==> config.mk <==
export PLATFORM = sky130hd
export DESIGN_NAME = prescale_scaler
export DESIGN_NICKNAME = d
export VERILOG_FILES = /design/src/rtl/prescale_pkg.sv /design/src/rtl/prescale_scale_reg.sv /design/src/rtl/prescale_counter.sv /design/src/rtl/prescale_half_div.sv /design/src/rtl/prescale_scaler.sv
export SDC_FILE = /design/constraint.sdc
export NUM_CORES = 1
export LEC_CHECK = 0
export CORE_MARGIN = 2
export CORE_UTILIZATION = 29
export CTS_CLUSTER_SIZE = 14
export DETAILED_ROUTE_END_ITERATION = 12
export SLEW_MARGIN = 20
export SYNTH_ARGS = -nofsm -noshare
export SYNTH_HDL_FRONTEND = slang
export SYNTH_HIERARCHICAL = 1
export SYNTH_SLANG_ARGS = --single-unit
==> constraint.sdc <==
create_clock -name clk_i -period 2.15 [get_ports clk_i]
set_clock_uncertainty 0.2 [all_clocks]
set_input_delay 0.215 -clock clk_i [delete_from_list [all_inputs] [get_ports clk_i]]
set_output_delay 0.215 -clock clk_i [all_outputs]
set_load 0.01 [all_outputs]
==> src/rtl/prescale_pkg.sv <==
package prescale_pkg;
  typedef enum logic {PH_LOW = 1'b0, PH_HIGH = 1'b1} phase_e;
endpackage

==> src/rtl/prescale_scale_reg.sv <==
module prescale_scale_reg #(
  parameter int SCALE_W = 8
) (
  input  logic               clk_i,
  input  logic               rst_ni,
  input  logic               wr_en_i,
  input  logic [SCALE_W-1:0] wr_data_i,
  output logic [SCALE_W-1:0] scale_o
);
  always_ff @(posedge clk_i or negedge rst_ni) begin
    if (!rst_ni)      scale_o <= '0;
    else if (wr_en_i) scale_o <= wr_data_i;
  end
endmodule

==> src/rtl/prescale_counter.sv <==
module prescale_counter #(
  parameter int SCALE_W = 8
) (
  input  logic             clk_i,
  input  logic             rst_ni,
  input  logic             tick_i,
  input  logic             load_i,
  input  logic [SCALE_W-1:0] load_val_i,
  input  logic [SCALE_W-1:0] scale_i,
  output logic             pulse_o,
  output logic [SCALE_W:0] count_o
);
  localparam int CW = SCALE_W + 1;
  localparam logic [CW-1:0] FULL = {1'b1, {SCALE_W{1'b0}}};
  localparam logic [CW-1:0] ONE  = CW'(1);

  // zero encodes the full range
  function automatic logic [CW-1:0] eff_len(input logic [SCALE_W-1:0] v);
    return (v == '0) ? FULL : {1'b0, v};
  endfunction

  logic [CW-1:0] cnt_q;

  assign pulse_o = tick_i && !load_i && (cnt_q == ONE);
  assign count_o = cnt_q;

  always_ff @(posedge clk_i or negedge rst_ni) begin
    if (!rst_ni)      cnt_q <= FULL;
    else if (load_i)  cnt_q <= eff_len(load_val_i);
    else if (pulse_o) cnt_q <= eff_len(scale_i);
    else if (tick_i)  cnt_q <= cnt_q - ONE;
  end
endmodule

==> src/rtl/prescale_half_div.sv <==
module prescale_half_div
  import prescale_pkg::*;
(
  input  logic clk_i,
  input  logic rst_ni,
  input  logic pulse_i,
  output logic clk_o,
  output logic rise_o
);
  phase_e ph_q;
  logic   rise_q;

  always_ff @(posedge clk_i or negedge rst_ni) begin
    if (!rst_ni) begin
      ph_q   <= PH_LOW;
      rise_q <= 1'b0;
    end else begin
      rise_q <= pulse_i && (ph_q == PH_LOW);
      if (pulse_i) ph_q <= (ph_q == PH_LOW) ? PH_HIGH : PH_LOW;
    end
  end

  assign clk_o  = (ph_q == PH_HIGH);
  assign rise_o = rise_q;
endmodule

==> src/rtl/prescale_scaler.sv <==
module prescale_scaler #(
  parameter int SCALE_W = 8
) (
  input  logic               clk_i,
  input  logic               rst_ni,
  input  logic               tick_i,
  input  logic               wr_en_i,
  input  logic [SCALE_W-1:0] wr_data_i,
  output logic               scaled_clk_o,
  output logic               scaled_en_o
);
  logic [SCALE_W-1:0] scale_w;
  logic [SCALE_W:0]   count_w;
  logic               pulse_w;

  prescale_scale_reg #(.SCALE_W(SCALE_W)) u_reg (
    .clk_i(clk_i), .rst_ni(rst_ni), .wr_en_i(wr_en_i),
    .wr_data_i(wr_data_i), .scale_o(scale_w)
  );

  prescale_counter #(.SCALE_W(SCALE_W)) u_cnt (
    .clk_i(clk_i), .rst_ni(rst_ni), .tick_i(tick_i), .load_i(wr_en_i),
    .load_val_i(wr_data_i), .scale_i(scale_w), .pulse_o(pulse_w),
    .count_o(count_w)
  );

  prescale_half_div u_div (
    .clk_i(clk_i), .rst_ni(rst_ni), .pulse_i(pulse_w),
    .clk_o(scaled_clk_o), .rise_o(scaled_en_o)
  );
endmodule

==> results of run 1 <==
[state kept, by name, summed over array words and instances (netlist names)]
register and count:
u_cnt/count_o 9, u_div/clk_o 1, u_div/rise_o 1, u_reg/scale_o 8
[routing by layer]
layer / global-route usage / part of all wire
met5: 0 / 0
met4: 0.08594 / 0.034
met3: 0.02397 / 0.045
met2: 0.2105 / 0.47
met1: 0.1817 / 0.45
[cells by family (layout without fill, tap and decap cells)]
family / count (synthesis) / in the layout / synth area share
buf+inv: 9 / 33 / 0.04592
xor+xnor: 3 / 3 / 0.02411
flops: 19 / 19 / 0.4374
compound gates: 30 / 30 / 0.1676
mux: 10 / 10 / 0.1286
fa+ha+maj: 2 / 2 / 0.02296
simple gates: 32 / 32 / 0.1734
[per-stage QoR]
step	instances	setup TNS, ns
floorplan	105	0
finish	177	0
detailed placement	173	-0.09518
global route	177	-0.06265
CTS	177	0
global placement	173	-0.02664
[area by class of cell]
type | count | area share
tap | 48 | 0.04297
inverter | 5 | 0.01343
multi-input combinational | 77 | 0.4181
clock buffer | 4 | 0.03223
sequential | 19 | 0.3411
timing repair buffer | 24 | 0.1522
[path summary, 6_finish.rpt]
path                                  start          endpoint  slack (ns)  cells past startpoint
hold / removal                       rst_ni  u_reg/scale_o[3]        0.09                      2
setup / recovery           u_cnt/count_o[0]  u_cnt/count_o[6]        0.04                      6
max in group asynchronous            rst_ni  u_cnt/count_o[8]        1.39                      2
min in group clk_i              u_div/clk_o       u_div/clk_o        0.29                      1
setup reg to reg           u_cnt/count_o[0]  u_cnt/count_o[6]        0.04                      6
hold reg to reg                 u_div/clk_o       u_div/clk_o        0.29                      1
[power by group]
group          switching, mW  total, mW  leakage [nW]  internal (mW)
clock                  0.123      0.255        0.0228          0.132
combinational          0.104      0.237         0.344          0.133
sequential            0.0398      0.438         0.227          0.398
total                  0.267      0.930         0.594          0.664
[cells in the mapped netlist (2+ instances only)]
cell type,n,area (sq um)
and3_1,2,12.51
nand2_1,4,15.01
or4_1,2,15.01
nor3b_1,2,15.01
dfrtp_1,18,450.4
o21a_1,2,15.01
a22oi_1,4,30.03
o21ai_0,13,65.06
mux2i_1,2,20.02
ha_1,2,25.02
xnor2_1,2,17.52
nor2_1,7,26.28
a21oi_1,5,25.02
nor4_1,4,25.02
mux2_4,8,120.1
o31ai_1,4,30.03
buf_6,2,22.52
inv_1,5,18.77
or3_1,3,18.77
[worst max-delay path: stages (launching register included)]
cell and delay [ns]:
dfrtp_1 0.40, inv_1 0.08, ha_2 0.19, or3b_2 0.45
or3_1 0.32, and3_1 0.19, o31ai_1 0.18
[what timing repair did]
action | 4_1_cts | 5_1_grt
pin swaps | 2 | 3
resized for setup | 3 | 5
hold buffers | 0 | 0
setup endpoints to repair | 5 | 5
gates cloned | 0 | 0
==> results by group, run 1 <==
Clock tree
  – # H-tree levels: 1
  – Clk slew on worst S/H paths: 0.07 ns
  – Maximum clock insertion buffer count: 2
  – CTS tree: built
  – Clk_lat worst skew: between 0.2 and 0.3 ns
  – TritonCTS buffer count: 3
  – CTS Sinks: 19
  – Clock Tree Root: clkbuf_8
  – Post-CTS Setup Repair Bufs: 0

Routing
  – Router iterations before antenna repair: 4
  – Via/cell ratio: 5.254
  – Final ANT Viol Nets: 0
  – WL/cell: 15.07 microns
  – Iter 0 DRT Violations: 107
  – Final wirelength: 2.667 mm
  – # DRC: 0
  – Vias: 930

Floorplan
  – Die height: 65.30 microns
  – Starting density of the core: 0.2999
  – IO Count: 14
  – Standard-cell rows: 22
  – Die W: 65.30 microns
  – Core Region: roughly 3600 sq um
  – Die area: 4264 sq um

STA
  – Max-slew headroom: 0.7846
  – Fin crit share: 0.9808
  – Fin Hold WS: roughly 0.094 ns
  – Endpoints failing hold: 0
  – Setup violations, final: 0
  – Min Tclk post-route: 2.109 ns
  – Max Freq: 0.4742 GHz
  – Slew Viols, Final: 0
  – Worst-Margin Slew: 0.3201 ns
  – Setup ws final: 0.04130 ns
  – Unrepaired setup endpoints after global routing: yes

Final layout
  – Layout cells sized above 1: 0.2636
  – Final instance area: 1398 sq um
  – Commonest non-fill, non-tap cells in the layout: 18 x dfrtp_1, 13 x clkdlybuf4s50_1, 12 x o21ai_0
  – Most common cell after layout, fill and taps aside: dfrtp_1
  – Antenna cells: 0
  – FILL cells: 363
  – Area growth syn-to-layout: 28.24%
  – NumNets Final: 144
  – Layout Utilization: 0.3846
  – Register Area: ~480 sq um
  – Area of the multi-input gates: 584.3 sq um

Min path
  – Hold WC Path Type: in2async

Setup path
  – CP Launch Type: flip-flop
  – CP Class: reg2reg
  – Setup crit end kind: flip-flop
  – Worst path arrival time: 2.08 ns
  – Worst EP required: 2.12 ns
  – CP Max Fanout: 3

Pwr
  – Leakage power: between 0.5 and 0.6 nW
  – Design Power: between 0.9 and 1 mW
  – Power per cell area: approximately 670 nW/um^2
  – Peak supply drop: 0.2182 mV

GRT
  – Initial antenna violation count: 0
  – Total track usage: 0.1383
  – Gr ovfl total: 0
  – First-pass GRT wire length: 4.409 mm
  – Pin count of the biggest net entering global routing: 20
  – Vias in the first global route: a little over 900

Synthesis
  – Syn_nets: 119
  – Register area share after synthesis: 0.4374
  – Top_reg_cell synth: dfrtp_1
  – Average size of a mapped cell: 10.38 sq um
  – Post-Syn Instances: 105
  – EDFF count, synth: 0
  – Async S/R FF share, synth: 1.000
  – Distinct cell type count after synthesis: 33
  – Post-Syn Area: 1090 sq um
  – Ys Warns: 6
  – Synthesized flop and latch total: 19

Place
  – Port buffer count: 13
  – Post-DP HPWL: around 1.9 mm
  – Dpl cell area: 1331 sq um
  – Dpl ws: -0.04485 ns
  – Global placement routability congestion: 0.8493

Run
  – Max-cap violations: 0

Status
  – Status: complete, no violations
No activity file was read; power rests on OpenSTA's default activity.
==> inputs of run 2 (changes only) <==
--- a/config.mk
+++ b/config.mk
@@ -5,6 +5,7 @@
 export SDC_FILE = /design/constraint.sdc
 export NUM_CORES = 1
 export LEC_CHECK = 0
+export ABC_AREA = 1
 export CORE_MARGIN = 2
 export CORE_UTILIZATION = 29
 export CTS_CLUSTER_SIZE = 14
==> run 2 against run 1 <==
Maximum frequency grew 29%. Highest routed layer unchanged. Sequential share of layout area shrank 1.3 points. Critical path type unchanged. Core utilization shrank 2.1 points. Combinational power shrank 4%. Largest power group unchanged.
==> results by group, run 2 <==
Synthesis
  – Post-Syn Area: 1210 sq um (+11%)
  – Average size of a mapped cell: 7.515 sq um (-28%)
  – Async S/R FF share, synth: 1.000 (unchanged)
  – Dominant cell type by area after synthesis: dfrtp_1
  – Register area share after synthesis: 0.3940 (-0.04343)
  – Post-Syn Instances: 161 (+53%)
  – Ys Warns: 6 (unchanged)
  – Count leader, synth: nand2_1
  – EDFF count, synth: 0 (unchanged)
  – Synthesized flop and latch total: 19 (unchanged)
  – Synth top area share: 0.3723 (-0.04103)
  – Largest cells by area after synthesis: dfrtp_1 37%, nand2_1 16%, nor2_1 5.0%, inv_1 3.7%, a22oi_1 3.1%
  – Syn_nets: 175 (+47%)
  – Top_reg_cell synth: dfrtp_1
  – Distinct cell type count after synthesis: 28 (-15%)
  – Synth top cells by count: 53 x nand2_1, 18 x dfrtp_1, 16 x nor2_1

STA
  – Unrepaired setup endpoints after global routing: no
  – Endpoints failing hold: 0 (unchanged)
  – Setup violations, final: 0 (unchanged)
  – Slew Viols, Final: 0 (unchanged)
  – Fin Hold WS: 0.09850 ns (+0.004161 ns)
  – Worst-Margin Slew: 0.2881 ns (-0.03199 ns)
  – Max-slew headroom: 0.8073 (+0.02269)
  – Fin crit share: 0.7585 (-0.2223)
  – Max Freq: 0.6132 GHz (+29%)
  – Min Tclk post-route: 1.631 ns (-0.4780 ns)
  – Setup_tns: 0 ns (unchanged)

Run
  – Max-cap violations: 0 (unchanged)

Clock tree
  – Clk_lat worst skew: 0.25 ns (about the same)
  – TritonCTS buffer count: 3 (unchanged)
  – Clock Tree Root: clkbuf_8
  – Maximum clock insertion buffer count: 2 (unchanged)
  – Post-CTS Hold Fix Bufs: 0 (unchanged)
  – Post-CTS Setup Repair Bufs: 0 (unchanged)
  – Clk slew on worst S/H paths: 0.07 ns (about the same)
  – # H-tree levels: 1 (unchanged)
  – CTS Sinks: 19 (unchanged)
  – Post_cts resized: 0 (-3)
  – CTS tree: built

Floorplan
  – Standard-cell rows: 23 (+4.5%)
  – Die height: 68.59 microns (+5.0%)
  – Die W: 68.59 microns (+5.0%)
  – IO Count: 14 (unchanged)
  – Core Region: 4000 sq um (+10%)
  – Starting density of the core: 0.3025 (+0.002540)
  – Die area: 4705 sq um (+10%)

Setup path
  – Worst EP required: 2.09 ns (-0.03 ns)
  – CP Max Fanout: 4 (+1)
  – Register-to-register setup slack: 0.52 ns (+0.48 ns)
  – Setup crit end kind: flip-flop
  – Worst path arrival time: 1.57 ns (-0.51 ns)
  – CP Class: reg2reg
  – CP Launch Type: flip-flop

GRT
  – Total track usage: 0.1245 (-0.01386)
  – Initial antenna violation count: 0 (unchanged)
  – Pin count of the biggest net entering global routing: 20 (unchanged)
  – Vias in the first global route: 971 (+4.9%)
  – Gr ovfl total: 0 (unchanged)
  – First-pass GRT wire length: 4.422 mm (+0.29%)

Min path
  – Hold WC Path Type: in2async

Final layout
  – Final instance area: 1453 sq um (+3.9%)
  – NumNets Final: 194 (+35%)
  – Area growth syn-to-layout: 20.06%
  – Max reg flops: 9 (unchanged)
  – Antenna cells: 0 (unchanged)
  – FILL cells: 410 (+13%)
  – Layout cells sized above 1: 0.1899 (-0.07362)
  – Commonest non-fill, non-tap cells in the layout: 53 x nand2_1, 18 x dfrtp_1, 16 x nor2_1
  – Most common cell after layout, fill and taps aside: nand2_1
  – Finished Layout Cells: 229 (+29%)

Pwr
  – Leakage power: 0.7288 nW (+23%)
  – Power per cell area: 626.4 nW/um^2 (-5.9%)
  – Peak supply drop: 0.4071 mV (+87%)
  – Design Power: 0.9100 mW (-2.2%)

Routing
  – Final ANT Viol Nets: 0 (unchanged)
  – Router iterations before antenna repair: 4 (unchanged)
  – # DRC: 0 (unchanged)
  – Vias: 1064 (+14%)
  – Iter 0 DRT Violations: 78 (-27%)
  – WL/cell: 11.75 microns (-22%)
  – Final wirelength: 2.690 mm (+0.86%)
  – Via/cell ratio: 4.646 (-12%)

Place
  – Global placement routability congestion: 0.7583 (-11%)
  – Dpl cell area: 1406 sq um (+5.6%)
  – Port buffer count: 13 (unchanged)
  – Post-DP HPWL: 2.036 mm (+8.7%)
  – Placed cell count: 225 (+30%)

Status
  – Status: complete, no violations
run 2: cell count changes after synthesis, sizes merged, moves of 3 or more:
cell,delta
nand2,+55
o31ai,-4
inv,+13
or3,-3
nand3,+6
mux2,-8
nor4,-4
nor2,+18
run 2: path summary, 6_finish.rpt:
path                       cells past startpoint                to             start
max                                            9  u_cnt/count_o[6]  u_cnt/count_o[0]
min                                            2  u_cnt/count_o[6]            rst_ni
max reg2reg                                    9  u_cnt/count_o[6]  u_cnt/count_o[0]
min reg2reg                                    2  u_reg/scale_o[7]  u_reg/scale_o[7]
max in group asynchronous                      2  u_cnt/count_o[8]            rst_ni
min in group clk_i                             2  u_reg/scale_o[7]  u_reg/scale_o[7]
run 2: routing by layer:
metal  vias to the layer above  share of wire  global-route usage
met2                        30           0.46              0.1911
met3                         4          0.055             0.01948
met5                         -              0                   0
met1                       484           0.48              0.1777
li1                        546              -                   -
met4                         0         0.0097             0.04000
run 2: final cells by class:
class                   count  area [sq um]  area share
multi-input cells         121         638.1      0.4393
inverters                  19         76.32     0.05254
repair buffers             16         152.6      0.1051
well taps                  50         62.56     0.04307
flip-flops and latches     19         476.7      0.3282
clock buffers               3         41.29     0.02842
clock inverters             1         5.005    0.003445
run 2: logic make-up (layout without fill, tap and decap cells):
group                    count (synthesis)  after routing  share of synthesized area
AND/OR/NAND/NOR                         95             95                     0.3785
AO/OA/AOI/OAI                           22             22                     0.1138
buffers and inverters                   21             39                    0.07859
flip-flops                              19             19                     0.3940
adder cells (fa/ha/maj)                  2              2                    0.02068
XOR/XNOR                                 2              2                    0.01448
run 2: report_power, final:
part	internal, mW	switching, mW	leakage (nW)
logic	0.0982	0.129	0.471
registers	0.395	0.0418	0.232
clock network	0.129	0.118	0.0255
total	0.622	0.288	0.729
run 2: critical path, stage by stage (launching register included):
cell	delay, ns
dfrtp_1	0.42
inv_1	0.09
ha_1	0.21
nand2_1	0.08
nor2_2	0.16
nand2_1	0.07
nand2_1	0.07
nand2_2	0.05
nor2_2	0.11
o21ai_2	0.05
run 2: per-stage QoR:
step,utilization,setup WS [ns]
2_1_floorplan,-,0.6731
3_3_place_gp,0.3516,0.4647
3_5_place_dp,0.3516,0.4550
4_1_cts,0.3632,0.5188
5_1_grt,0.3632,0.3403
6_report,0.3632,0.5193
==> inputs of run 3 (changes only) <==
==> constraint.sdc (replaced) <==
create_clock -name clk_i -period 1.4 [get_ports clk_i]
set_clock_uncertainty 0.2 [all_clocks]
set_input_delay 0.14 -clock clk_i [delete_from_list [all_inputs] [get_ports clk_i]]
set_output_delay 0.14 -clock clk_i [all_outputs]
set_load 0.01 [all_outputs]
==> run 3 against run 2 <==
The run now ends with setup timing left. Non-clock buffer count is 19 higher. Power is 69% higher. Sequential power is 51% higher. Clock-buffer cell count is 1 higher. Flip-flop and latch count stayed put. Combinational power is 120% higher. Via count is 3.4% higher. Worst setup slack worse by 0.64 ns. Critical path type unchanged. Critical endpoint is now u_div/clk_o. Largest cell class unchanged.
==> results by group, run 3 (same netlist as run 2, synthesis figures left out) <==
Floorplan
  – IO Count: 14 (unchanged)
  – Die area: 4705 sq um (unchanged)
  – Core Region: 4000 sq um (unchanged)
  – Die W: 68.59 microns (unchanged)
  – Die height: 68.59 microns (unchanged)
  – Standard-cell rows: 23 (unchanged)
  – Starting density of the core: 0.3025 (unchanged)

GRT
  – Gr ovfl total: 0 (unchanged)
  – Initial antenna violation count: 0 (unchanged)
  – Total track usage: 0.1353 (+0.01083)
  – Vias in the first global route: 1024 (+5.5%)
  – First-pass GRT wire length: 4.767 mm (+7.8%)
  – Pin count of the biggest net entering global routing: 20 (unchanged)

Min path
  – Hold WC Path Type: in2async

Setup path
  – Worst path arrival time: 1.46 ns (-0.11 ns)
  – Register-to-register setup slack: -0.12 ns (-0.64 ns)
  – Critical Path, Cell by Cell: nor2_2 -> nand3_4 -> nor2_4 -> nand2_4 -> clkinv_4 -> inv_2 -> nand2_1 -> nand2_1
  – CP Max Fanout: 6 (+2)
  – CP Class: reg2reg
  – CP Launch Type: flip-flop
  – CP top delay family: simple AND/OR/NAND/NOR gates
  – Worst Path Buf+Inv: 2 (+1)
  – Most used cell, CP: nand2_1
  – Worst EP required: 1.35 ns (-0.74 ns)
  – Setup crit end kind: flip-flop
  – Slowest CP cell: dfrtp_1
  – Largest stage delay, worst path: 0.42 ns (about the same)

Run
  – Max-cap violations: 0 (unchanged)

Routing
  – Vias: 1100 (+3.4%)
  – Via/cell ratio: 4.418 (-4.9%)
  – Final wirelength: 2.864 mm (+6.5%)
  – # DRC: 0 (unchanged)
  – Router iterations before antenna repair: 4 (unchanged)
  – Final ANT Viol Nets: 0 (unchanged)
  – Iter 0 DRT Violations: 45 (-42%)
  – WL/cell: 11.50 microns (-2.1%)

Clock tree
  – CTS Sinks: 19 (unchanged)
  – # H-tree levels: 1 (unchanged)
  – Clk_lat worst skew: 0.25 ns (about the same)
  – Maximum clock insertion buffer count: 2 (unchanged)
  – Clock Tree Root: clkbuf_8
  – CTS tree: built
  – Clk slew on worst S/H paths: 0.07 ns (about the same)
  – TritonCTS buffer count: 3 (unchanged)

Final layout
  – Antenna cells: 0 (unchanged)
  – Finished Layout Cells: 249 (+8.7%)
  – Area growth syn-to-layout: 39.09%
  – Most common cell after layout, fill and taps aside: nand2_1
  – Final instance area: 1683 sq um (+16%)
  – FILL cells: 417 (+1.7%)
  – Layout cells sized above 1: 0.3417 (+0.1518)
  – NumNets Final: 214 (+10%)
  – Commonest non-fill, non-tap cells in the layout: 50 x nand2_1, 21 x buf_4, 17 x dfrtp_1
  – Max reg flops: 9 (unchanged)

STA
  – Unrepaired setup endpoints after global routing: yes
  – Max Freq: 0.6590 GHz (+7.5%)
  – Setup ws final: -0.1175 ns (-0.6368 ns)
  – Setup violations, final: 11 (+11)
  – Max-slew headroom: 0.8006 (-0.006736)
  – Fin crit share: 1.084 (+0.3255)
  – Fin Hold WS: 0.01666 ns (-0.08184 ns)
  – Worst-Margin Slew: 0.2969 ns (+0.008722 ns)
  – Min Tclk post-route: 1.517 ns (-0.1132 ns)
  – Slew Viols, Final: 0 (unchanged)
  – Endpoints failing hold: 0 (unchanged)

Place
  – Port buffer count: 13 (unchanged)
  – Post-DP HPWL: 2.133 mm (+4.8%)
  – Dpl cell area: 1536 sq um (+9.3%)
  – Dpl ws: -0.2210 ns (-0.6760 ns)
  – Global placement routability congestion: 0.7493 (-1.2%)
  – Placed cell count: 242 (+7.6%)

Pwr
  – Clock share of power: 0.247 (-0.024)
  – Leakage power: 0.8319 nW (+14%)
  – Reg power frac: 0.429 (-0.051)
  – Peak supply drop: 0.5779 mV (+42%)
  – Internal power: 1.045 mW (+68%)
  – Switching Fraction: 0.3211 (+0.004504)
  – Comb power frac: 0.324 (+0.075)
  – NetSw: 0.4944 mW (+72%)
  – Design Power: 1.540 mW (+69%)
  – Power per cell area: 915.0 nW/um^2 (+46%)

Status
  – Failing checks: setup timing
  – Status: complete, but fails checks
==> run 3: changes by cell type in the layout (fill, tap and decap cells not counted), moves of 2 or more <==
cell and delta:
nand2_1 -3, inv_2 +3, ha_4 +2, clkdlybuf4s50_1 -2, buf_4 +18, inv_1 -4, ha_1 -2, nor2_4 +3
nand2_2 +3, dlygate4sd2_1 +2, nor2_1 -2
==> run 3: area by class of cell <==
cell class,instances,area [sq um],share of cell area
clock buffers,4,45.04,0.02677
inverters,19,78.83,0.04684
multi-input cells,122,721.9,0.4290
flip-flops and latches,19,478.0,0.2840
well taps,50,62.56,0.03717
repair buffers,35,296.5,0.1762
==> run 3: layer usage <==
layer / vias up / global-route usage / wire (microns) / part of all wire
li1: 596 / - / - / -
met1: 491 / 0.1877 / 1387 / 0.48
met2: 11 / 0.2175 / 1388 / 0.48
met3: 2 / 0.01461 / 71 / 0.025
met4: 0 / 0.04750 / 17 / 0.0059
met5: - / 0 / 0 / 0
==> run 3: power groups by stage <==
stage               sequential, mW  clock (mW)  combinational (mW)
floorplan                    0.670           0               0.237
global placement             0.664           0               0.436
detailed placement           0.665           0               0.440
CTS                          0.658       0.395               0.487
global route                 0.669       0.409               0.554
finish                       0.660       0.380               0.499
==> run 3: through the flow <==
stage	utilization	setup TNS [ns]
2_1_floorplan	-	-0.1406
3_3_place_gp	0.3841	-3.166
3_5_place_dp	0.3841	-3.353
4_1_cts	0.4154	-1.004
5_1_grt	0.4207	-1.883
6_report	0.4207	-0.9925
==> run 3: worst reg2reg max path: cells and delay by family, from the launching register on <==
kind,cells,cell delay (ns)
and+or+nand+nor,6,0.67
DFF,1,0.42
buffers and inverters,2,0.12
==> run 3: final timing paths <==
check                                  from          endpoint  cells past startpoint
min in group clk_i             wr_data_i[0]  u_reg/scale_o[0]                      3
min reg2reg                u_reg/scale_o[7]  u_reg/scale_o[7]                      2
max                        u_cnt/count_o[3]       u_div/clk_o                      8
max in group asynchronous            rst_ni  u_cnt/count_o[8]                      2
max reg2reg                u_cnt/count_o[3]       u_div/clk_o                      8
min                                  rst_ni  u_reg/scale_o[1]                      2
==> run 3: repair_timing <==
item | 4_1_cts | 5_1_grt
gates cloned | 1 | 0
endpoints found under the setup margin | 13 | 15
setup buffers | 2 | 0
hold buffers | 0 | 0
gates resized for setup | 19 | 7
pin swaps | 11 | 2
